### src/rtl/eth_bist_pkg.sv
package eth_bist_pkg;

  typedef enum logic [3:0] {
    ST_RST, ST_WTX, ST_WRX, ST_START, ST_POLL, ST_SNAP_ON, ST_STATS,
    ST_SNAP_OFF, ST_STOP, ST_SCR_WR, ST_SCR_RD, ST_DONE
  } seq_state_t;

  typedef enum logic [2:0] {
    E_NONE = 3'd0, E_RSTACK = 3'd1, E_TXLANE = 3'd2, E_RXPCS = 3'd3,
    E_TRAFFIC = 3'd4, E_STATS = 3'd5, E_SCRATCH = 3'd6, E_BUS = 3'd7
  } seq_err_t;

  localparam int STAT_PER_DIR = 6;
  localparam int STAT_WORDS   = 2 * STAT_PER_DIR;
  localparam int STAT_IW      = $clog2(STAT_WORDS);

  localparam logic [11:0] A_CTRL      = 12'h000;
  localparam logic [11:0] A_TX_BASE   = 12'h020;
  localparam logic [11:0] A_TX_EOP_LO = 12'h028;
  localparam logic [11:0] A_RX_BASE   = 12'h038;
  localparam logic [11:0] A_STAT_LAST = 12'h04C;
  localparam logic [11:0] A_SCRATCH   = 12'h104;

  localparam logic [31:0] C_RUN      = 32'h0000_0001;
  localparam logic [31:0] C_SNAP     = 32'h0000_0041;
  localparam logic [31:0] C_STOP_CLR = 32'h0000_0100;

  // position of a read index inside its six-word group
  function automatic logic [STAT_IW-1:0] stat_pos(input logic [STAT_IW-1:0] idx);
    if (idx < STAT_IW'(STAT_PER_DIR)) return idx;
    return idx - STAT_IW'(STAT_PER_DIR);
  endfunction

  // receive group first, then transmit group
  function automatic logic [11:0] stat_addr(input logic [STAT_IW-1:0] idx);
    logic [11:0] base;
    base = (idx < STAT_IW'(STAT_PER_DIR)) ? A_RX_BASE : A_TX_BASE;
    return base + (12'(stat_pos(idx)) << 2);
  endfunction

  function automatic logic [31:0] stat_expect(input logic [STAT_IW-1:0] idx,
                                              input logic [31:0] pkt);
    logic [STAT_IW-1:0] p;
    p = stat_pos(idx);
    return (p == STAT_IW'(0) || p == STAT_IW'(2)) ? pkt : 32'd0;
  endfunction

endpackage

### src/rtl/eth_bist_timer.sv
module eth_bist_timer #(
  parameter int TW = 16
) (
  input  logic          clk,
  input  logic          rst_n,
  input  logic          clr,
  input  logic          en,
  input  logic [TW-1:0] limit,
  output logic          expired
);

  logic [TW-1:0] cnt_q;
  logic [TW-1:0] cnt_n;
  logic          cnt_en;

  assign expired = (cnt_q >= limit);

  always_comb begin
    cnt_en = clr || (en && !expired);
    cnt_n  = clr ? '0 : cnt_q + TW'(1);
  end

  always_ff @(posedge clk or negedge rst_n) begin
    if (!rst_n)      cnt_q <= '0;
    else if (cnt_en) cnt_q <= cnt_n;
  end

endmodule

### src/rtl/eth_bist_mm_master.sv
module eth_bist_mm_master #(
  parameter int AW = 12,
  parameter int DW = 32
) (
  input  logic          clk,
  input  logic          rst_n,
  input  logic          go,
  input  logic          go_wr,
  input  logic [AW-1:0] go_addr,
  input  logic [DW-1:0] go_wdata,
  output logic          rsp_done,
  output logic [DW-1:0] rsp_data,
  output logic [AW-1:0] m_address,
  output logic          m_read,
  output logic          m_write,
  output logic [DW-1:0] m_writedata,
  input  logic [DW-1:0] m_readdata,
  input  logic          m_waitrequest
);

  logic          busy_q, wr_q, done_q;
  logic [AW-1:0] addr_q;
  logic [DW-1:0] wdata_q, data_q;
  logic          load, accept, busy_n;

  always_comb begin
    load   = !busy_q && go;
    accept = busy_q && !m_waitrequest;
    busy_n = load ? 1'b1 : (accept ? 1'b0 : busy_q);
  end

  always_ff @(posedge clk or negedge rst_n) begin
    if (!rst_n) begin
      busy_q <= 1'b0;
      done_q <= 1'b0;
    end else begin
      busy_q <= busy_n;
      done_q <= accept;
    end
  end

  always_ff @(posedge clk or negedge rst_n) begin
    if (!rst_n) begin
      wr_q    <= 1'b0;
      addr_q  <= '0;
      wdata_q <= '0;
    end else if (load) begin
      wr_q    <= go_wr;
      addr_q  <= go_addr;
      wdata_q <= go_wdata;
    end
  end

  always_ff @(posedge clk or negedge rst_n) begin
    if (!rst_n)                 data_q <= '0;
    else if (accept && !wr_q)   data_q <= m_readdata;
  end

  assign m_read      = busy_q && !wr_q;
  assign m_write     = busy_q && wr_q;
  assign m_address   = addr_q;
  assign m_writedata = wdata_q;
  assign rsp_done    = done_q;
  assign rsp_data    = data_q;


  hold_under_stall_chk: assert property (@(posedge clk) disable iff (!rst_n)
    (m_read || m_write) && m_waitrequest |=>
      $stable(m_address) && $stable(m_writedata) && $stable(m_read) && $stable(m_write));


  no_rd_wr_overlap_chk: assert property (@(posedge clk) disable iff (!rst_n)
    $onehot0({m_read, m_write}));


  single_outstanding_chk: assert property (@(posedge clk) disable iff (!rst_n)
    go |-> !(m_read || m_write));

endmodule

### src/rtl/eth_bist_seq.sv
module eth_bist_seq
  import eth_bist_pkg::*;
#(
  parameter int          AW          = 12,
  parameter int          DW          = 32,
  parameter int          TW          = 16,
  parameter int          PKT_COUNT   = 16,
  parameter logic [31:0] SCRATCH_PAT = 32'hA5C3_5A3C
) (
  input  logic          clk,
  input  logic          rst_n,
  input  logic [TW-1:0] timeout_limit,
  output logic          dp_rst_n,
  input  logic          dp_rst_ack_n,
  input  logic          tx_lanes_stable,
  input  logic          rx_pcs_ready,
  output logic [AW-1:0] m_address,
  output logic          m_read,
  output logic          m_write,
  output logic [DW-1:0] m_writedata,
  input  logic [DW-1:0] m_readdata,
  input  logic          m_waitrequest,
  output logic          done,
  output logic          pass,
  output logic [2:0]    err_code
);

  localparam logic [DW-1:0] PKT_W = DW'(PKT_COUNT);

  // reset: asynchronous assert, synchronous release
  logic [1:0] rs_q;
  logic       srst_n;
  always_ff @(posedge clk or negedge rst_n) begin
    if (!rst_n) rs_q <= 2'b00;
    else        rs_q <= {rs_q[0], 1'b1};
  end
  assign srst_n = rs_q[1];

  seq_state_t         st_q, st_n;
  seq_err_t           err_q, err_val;
  logic               pend_q, pend_n, snap_q, snap_n, rel_q, rel_n, err_set;
  logic [STAT_IW-1:0] idx_q, idx_n;
  logic               go, go_wr;
  logic [AW-1:0]      go_addr;
  logic [DW-1:0]      go_wdata;
  logic               rsp_done;
  logic [DW-1:0]      rsp_data;
  logic               tmr_clr, tmr_en, tmr_exp;

  eth_bist_mm_master #(.AW(AW), .DW(DW)) u_master (
    .clk(clk), .rst_n(srst_n), .go(go), .go_wr(go_wr), .go_addr(go_addr),
    .go_wdata(go_wdata), .rsp_done(rsp_done), .rsp_data(rsp_data),
    .m_address(m_address), .m_read(m_read), .m_write(m_write),
    .m_writedata(m_writedata), .m_readdata(m_readdata),
    .m_waitrequest(m_waitrequest)
  );

  eth_bist_timer #(.TW(TW)) u_timer (
    .clk(clk), .rst_n(srst_n), .clr(tmr_clr), .en(tmr_en),
    .limit(timeout_limit), .expired(tmr_exp)
  );

  // command carried by each bus step
  always_comb begin
    go_wr    = 1'b0;
    go_addr  = '0;
    go_wdata = '0;
    case (st_q)
      ST_START:    begin go_wr = 1'b1; go_addr = AW'(A_CTRL); go_wdata = DW'(C_RUN); end
      ST_POLL:     go_addr = AW'(A_TX_EOP_LO);
      ST_SNAP_ON:  begin go_wr = 1'b1; go_addr = AW'(A_CTRL); go_wdata = DW'(C_SNAP); end
      ST_STATS:    go_addr = AW'(stat_addr(idx_q));
      ST_SNAP_OFF: begin go_wr = 1'b1; go_addr = AW'(A_CTRL); go_wdata = DW'(C_RUN); end
      ST_STOP:     begin go_wr = 1'b1; go_addr = AW'(A_CTRL); go_wdata = DW'(C_STOP_CLR); end
      ST_SCR_WR:   begin go_wr = 1'b1; go_addr = AW'(A_SCRATCH); go_wdata = DW'(SCRATCH_PAT); end
      ST_SCR_RD:   go_addr = AW'(A_SCRATCH);
      default:     ;
    endcase
  end

  // next state
  always_comb begin
    st_n    = st_q;
    pend_n  = pend_q;
    idx_n   = idx_q;
    snap_n  = snap_q;
    rel_n   = rel_q;
    err_set = 1'b0;
    err_val = E_NONE;
    go      = 1'b0;
    tmr_en  = 1'b0;
    case (st_q)
      ST_RST: begin
        tmr_en = 1'b1;
        if (!dp_rst_ack_n) begin rel_n = 1'b1; st_n = ST_WTX; end
        else if (tmr_exp)  begin err_set = 1'b1; err_val = E_RSTACK; st_n = ST_DONE; end
      end
      ST_WTX: begin
        tmr_en = 1'b1;
        if (tx_lanes_stable) st_n = ST_WRX;
        else if (tmr_exp)    begin err_set = 1'b1; err_val = E_TXLANE; st_n = ST_DONE; end
      end
      ST_WRX: begin
        tmr_en = 1'b1;
        if (rx_pcs_ready)  st_n = ST_START;
        else if (tmr_exp)  begin err_set = 1'b1; err_val = E_RXPCS; st_n = ST_DONE; end
      end
      ST_DONE: ;
      default: begin
        tmr_en = 1'b1;
        if (rsp_done) begin
          pend_n = 1'b0;
          case (st_q)
            ST_START:    st_n = ST_POLL;
            ST_POLL:     if (rsp_data >= PKT_W) st_n = ST_SNAP_ON;
            ST_SNAP_ON:  begin snap_n = 1'b1; idx_n = '0; st_n = ST_STATS; end
            ST_STATS: begin
              if (rsp_data != DW'(stat_expect(idx_q, 32'(PKT_COUNT)))) begin
                err_set = 1'b1;
                err_val = E_STATS;
              end
              if (idx_q == STAT_IW'(STAT_WORDS - 1)) begin
                idx_n = '0;
                st_n  = ST_SNAP_OFF;
              end else begin
                idx_n = idx_q + STAT_IW'(1);
              end
            end
            ST_SNAP_OFF: begin snap_n = 1'b0; st_n = ST_STOP; end
            ST_STOP:     st_n = ST_SCR_WR;
            ST_SCR_WR:   st_n = ST_SCR_RD;
            ST_SCR_RD: begin
              if (rsp_data != DW'(SCRATCH_PAT)) begin
                err_set = 1'b1;
                err_val = E_SCRATCH;
              end
              st_n = ST_DONE;
            end
            default: ;
          endcase
        end else if (tmr_exp) begin
          err_set = 1'b1;
          err_val = (st_q == ST_POLL) ? E_TRAFFIC : E_BUS;
          st_n    = ST_DONE;
        end else if (!pend_q) begin
          go     = 1'b1;
          pend_n = 1'b1;
        end
      end
    endcase
    tmr_clr = (st_n != st_q) || (st_q == ST_STATS && rsp_done);
  end

  // registers
  always_ff @(posedge clk or negedge srst_n) begin
    if (!srst_n) begin
      st_q   <= ST_RST;
      pend_q <= 1'b0;
      idx_q  <= '0;
      snap_q <= 1'b0;
      rel_q  <= 1'b0;
    end else begin
      st_q   <= st_n;
      pend_q <= pend_n;
      idx_q  <= idx_n;
      snap_q <= snap_n;
      rel_q  <= rel_n;
    end
  end

  always_ff @(posedge clk or negedge srst_n) begin
    if (!srst_n)                          err_q <= E_NONE;
    else if (err_set && err_q == E_NONE)  err_q <= err_val;
  end

  assign dp_rst_n = rel_q;
  assign done     = (st_q == ST_DONE);
  assign pass     = done && (err_q == E_NONE);
  assign err_code = err_q;


  rst_release_after_ack_chk: assert property (@(posedge clk) disable iff (!srst_n)
    $rose(dp_rst_n) |-> $past(!dp_rst_ack_n));


  no_bus_in_reset_chk: assert property (@(posedge clk) disable iff (!srst_n)
    !dp_rst_n |-> !(m_read || m_write));


  stats_under_snapshot_chk: assert property (@(posedge clk) disable iff (!srst_n)
    (m_read && m_address >= AW'(A_TX_BASE) && m_address <= AW'(A_STAT_LAST) &&
     m_address != AW'(A_TX_EOP_LO)) |-> snap_q);


  done_sticky_chk: assert property (@(posedge clk) disable iff (!srst_n)
    done |=> done);


  pass_clean_chk: assert property (@(posedge clk) disable iff (!srst_n)
    pass |-> (err_code == 3'd0) && done);


  first_error_kept_chk: assert property (@(posedge clk) disable iff (!srst_n)
    (err_code != 3'd0) |=> $stable(err_code));

endmodule

### config.mk
export PLATFORM = sky130hd
export DESIGN_NAME = eth_bist_seq
export DESIGN_NICKNAME = d
export VERILOG_FILES = /design/src/rtl/eth_bist_pkg.sv /design/src/rtl/eth_bist_timer.sv /design/src/rtl/eth_bist_mm_master.sv /design/src/rtl/eth_bist_seq.sv
export SDC_FILE = /design/constraint.sdc
export NUM_CORES = 1
export LEC_CHECK = 0
export BUFFER_PORTS_ARGS = -buffer_cell sky130_fd_sc_hd__buf_2
export CORE_ASPECT_RATIO = 1.1
export CORE_MARGIN = 4
export CORE_UTILIZATION = 53
export CTS_CLUSTER_SIZE = 14
export DETAILED_ROUTE_END_ITERATION = 8
export PLACE_DENSITY = 0.81
export SETUP_SLACK_MARGIN = 0.15
export SYNTH_ARGS = -nofsm -noshare
export SYNTH_HDL_FRONTEND = slang
export SYNTH_SLANG_ARGS = --single-unit
export TNS_END_PERCENT = 50
### constraint.sdc
create_clock -name clk -period 2.64 [get_ports clk]
set_input_delay 0.132 -clock clk [delete_from_list [all_inputs] [get_ports clk]]
set_output_delay 0.132 -clock clk [all_outputs]
set_load 0.05 [all_outputs]
==> results.md <==
- Status: complete, no violations
- Starting Density: a little over half
- # fillers: about 640
- Critical path arrival: approximately 2.8 ns
- Cell Pwr Density: approximately 870 nW/um^2
- # IOs: approximately 110
- Static Leakage: about 2.6 nW
- Fin nets: about 650
- Row cnt: 35
- Worst EP required: approximately 2.9 ns
- Routed Antenna Nets: 0
- DR vias/cell: ~5.6
- Top cells by instance count after synthesis: dfrtp_1, nand2_1, nor2_1
- H-tree levels: 3
- RePlAce Congestion: about 0.9
- Sw frac: between 40 and 50%
- Register area share after synthesis: a little over two fifths
- Comb power frac: between 40% and 50%
- First-pass GRT wire length: 17000 um
- Ys flop type: dfrtp_1
- Crit path launch type: flop
- Clock power frac: between 15 and 20%
- CP cell instances: ha_4 -> nor2b_4 -> o211a_1 -> o311ai_4 -> nand3_2 -> or4_4 -> buf_12 -> mux2_4
- Hold Violations, Final: 0
- Routed WL per cell: about 16 um
- I/O Buffers: 86
- Crit. End Element: flop
- Skew final: roughly 0.012 ns
- CTS Buf Count: 9
- Top cells by area in the synthesized netlist: dfrtp_1, mux2_2, ha_1
- Post-Syn Area per Cell: about 9.7 sq um
- Worst hold path class: in2reg
- Antenna Cells: 0
- Max Cap Violations: 0
- Crit Path Max Fanout: 5
- Post-route cell area: ~5500 sq um
- Largest net degree at the start of global routing: 45
- Initial antenna violation count: 0
- Max IR drop VDD: between 500 and 600 uV
- Final setup viols: 0
- Clock root cell: clkbuf_8
- Die Wd: about 96 um
- Register clock-pin slew on the reported worst setup and hold paths: 0.09 ns
- Area occupied by multi-input gates: 2360 sq um
- Clk sinks: 76
- Top-count cell post-synth: dfrtp_1
- Placed inst area: 4970 sq um
- Area leader, netlist: dfrtp_1
- Yosys cell types: 63
- RSZ-0062 raised after global routing: yes
- Psw: 2.19 mW
- Worst Max-Slew Pin Slew: 0.759 ns
- Synth Register Bits: 76
- Gr ovfl total: 0
- Via Count: 3860
- Max incr delay on CP: 0.57 ns
- WL final: approximately 11000 um
- Total track usage: a little over a fifth
- Tcrit/Tclk final: between 90% and 100%
- Largest buffer count on any clock path: 2
- Area grow syn2layout: 23.0%
- Die area: 10000 sq um
- Top cell type's share of synthesized area: a little over two fifths
- Iteration count of the initial detailed-routing pass: 8
- WS Path Type: reg2reg
- Core Region: between 8000 and 9000 sq um
- Clk_lat worst skew: between 0.3 and 0.4 ns
- Synthesized area: around 4500 sq um
- Storage cell area: between 1500 and 2000 sq um
- Pint: 2.61 mW
- Slew HR: ~49%
- Post-route minimum period: roughly 2.5 ns
- Layout cells sized above 1: between 30% and 40%
- Number of synthesized flops with an enable pin: 0
- Async set-reset flop share out of synthesis: 100%
- Mapped Cells: 467
- TritonCTS clock tree: built
- Die Ht: 105 um
- Seq pwr share: 37.2%
- Synth Warn #: 0
- Worst path slowest cell: or4_4
- Maximum clock frequency: about 0.4 GHz
- Pins over their slew limit: 0
- Hpwl dp: 7440 um
- Initial DRC Count: ~270
- Total negative slack: 0 ns
- Vias in the first global route: around 3700
- Drc violations: 0
[final cells by class]
class	instances	share of cell area (%)
timing repair buffer	132	15.8
clock buffer	10	2.30
tap	111	2.51
clock inverter	6	0.880
multi-input combinational	330	42.5
inverter	25	1.69
sequential	76	34.3
[cells in the final DEF (no fill, tap or decap), types with 3 or more instances in the layout]
cell           Yosys  routed
nand4_1            6       6
nor3_1            11      11
dfrtp_1           76      75
ha_4               0       3
o21ai_0           24      23
o22ai_1            4       4
nand3_1            5       5
mux2_2            32      32
buf_4             34      19
a21oi_1           24      23
clkbuf_8           0       9
and3_1             3       3
nand2b_1           6       6
o31ai_1            5       5
buf_12             0       3
nor4_1            14      12
nand2_1           38      38
a211oi_1           3       3
a31oi_1            4       3
dlygate4sd3_1      0      23
xnor2_1           16      16
buf_2              3      86
nor2_1            37      37
ha_1              21      18
conb_1             2      20
nor2b_1            8       6
inv_1             24      23
[kinds of logic (layout without fill, tap and decap cells)]
group	after synthesis	count (layout)	synth area share, %
fa+ha+maj	21	21	5.83
simple gates	143	143	15.7
buf+inv	79	173	9.83
compound gates	94	94	14.1
flops	76	76	42.2
other cells	2	20	0.167
xor+xnor	17	17	3.30
mux	35	35	8.88
[per-stage QoR]
step                      total power, mW  std cells  setup WS [ns]  utilization [%]  hold slack [ns]
after floorplan                      3.45        485          0.182                -           -0.164
after global placement               3.73        647          0.177             59.7          -0.0803
after detailed placement             3.80        647         0.0350             59.7          -0.0807
after CTS                            4.67        683         0.0749             64.6         0.000147
after global routing                 5.08        690         0.0551             66.6          0.00406
final                                4.80        690          0.146             66.6          0.00613
[power groups by stage]
stage	logic (mW)	clock network (mW)	registers, mW
floorplan	1.47	0	1.98
global route	2.35	0.893	1.84
finish	2.19	0.820	1.79
CTS	2.06	0.836	1.78
detailed placement	2.01	0	1.80
global placement	1.96	0	1.77
[worst max-delay path: cells and delay by family (launching register included)]
family                   cells  cell delay (ns)
multiplexers                 1             0.28
adder cells (fa/ha/maj)      1             0.24
AO/OA/AOI/OAI                2             0.47
buffers and inverters        1             0.16
flip-flops                   1             0.42
AND/OR/NAND/NOR              3             0.82
[timing repair]
item / CTS / global route
hold buffers: 17 / 6
endpoints found under the hold margin: 18 / 6
gates resized for setup: 2 / 17
setup buffers: 3 / 1
pin swaps: 3 / 5
setup endpoints to repair: 6 / 30
[path summary, 6_finish.rpt]
check | start | to | slack [ns] | cells after the start
setup / recovery | u_timer.cnt_q[1] | u_master.m_address[2] | 0.15 | 8
hold / removal | m_readdata[22] | u_master.rsp_data[22] | 0.006 | 2
setup reg to reg | u_timer.cnt_q[1] | u_master.m_address[2] | 0.15 | 8
hold reg to reg | rs_q[1] | err_code[2] | 0.25 | 1
max in group asynchronous | rs_q[1] | st_q[1] | 2.02 | 1
min in group asynchronous | rst_n | rs_q[0] | 0.08 | 2
[registers in the layout, summed over array words and instances, names as in the netlist]
name	cells
dp_rst_n	1
err_code	3
idx_q	4
pend_q	1
rs_q	2
st_q	4
u_master.busy_q	1
u_master.m_address	6
u_master.m_writedata	4
u_master.rsp_data	32
u_master.rsp_done	1
u_master.wr_q	1
u_timer.cnt_q	16
[per-layer routing]
metal / vias to the layer above / track usage, % / share of wire (%)
li1: 1826 / - / -
met4: 0 / 6.91 / 2.3
met1: 1848 / 27.0 / 39
met5: - / 0 / 0
met2: 162 / 35.1 / 50
met3: 24 / 5.98 / 8.6
(Power assumes the default switching activity.)
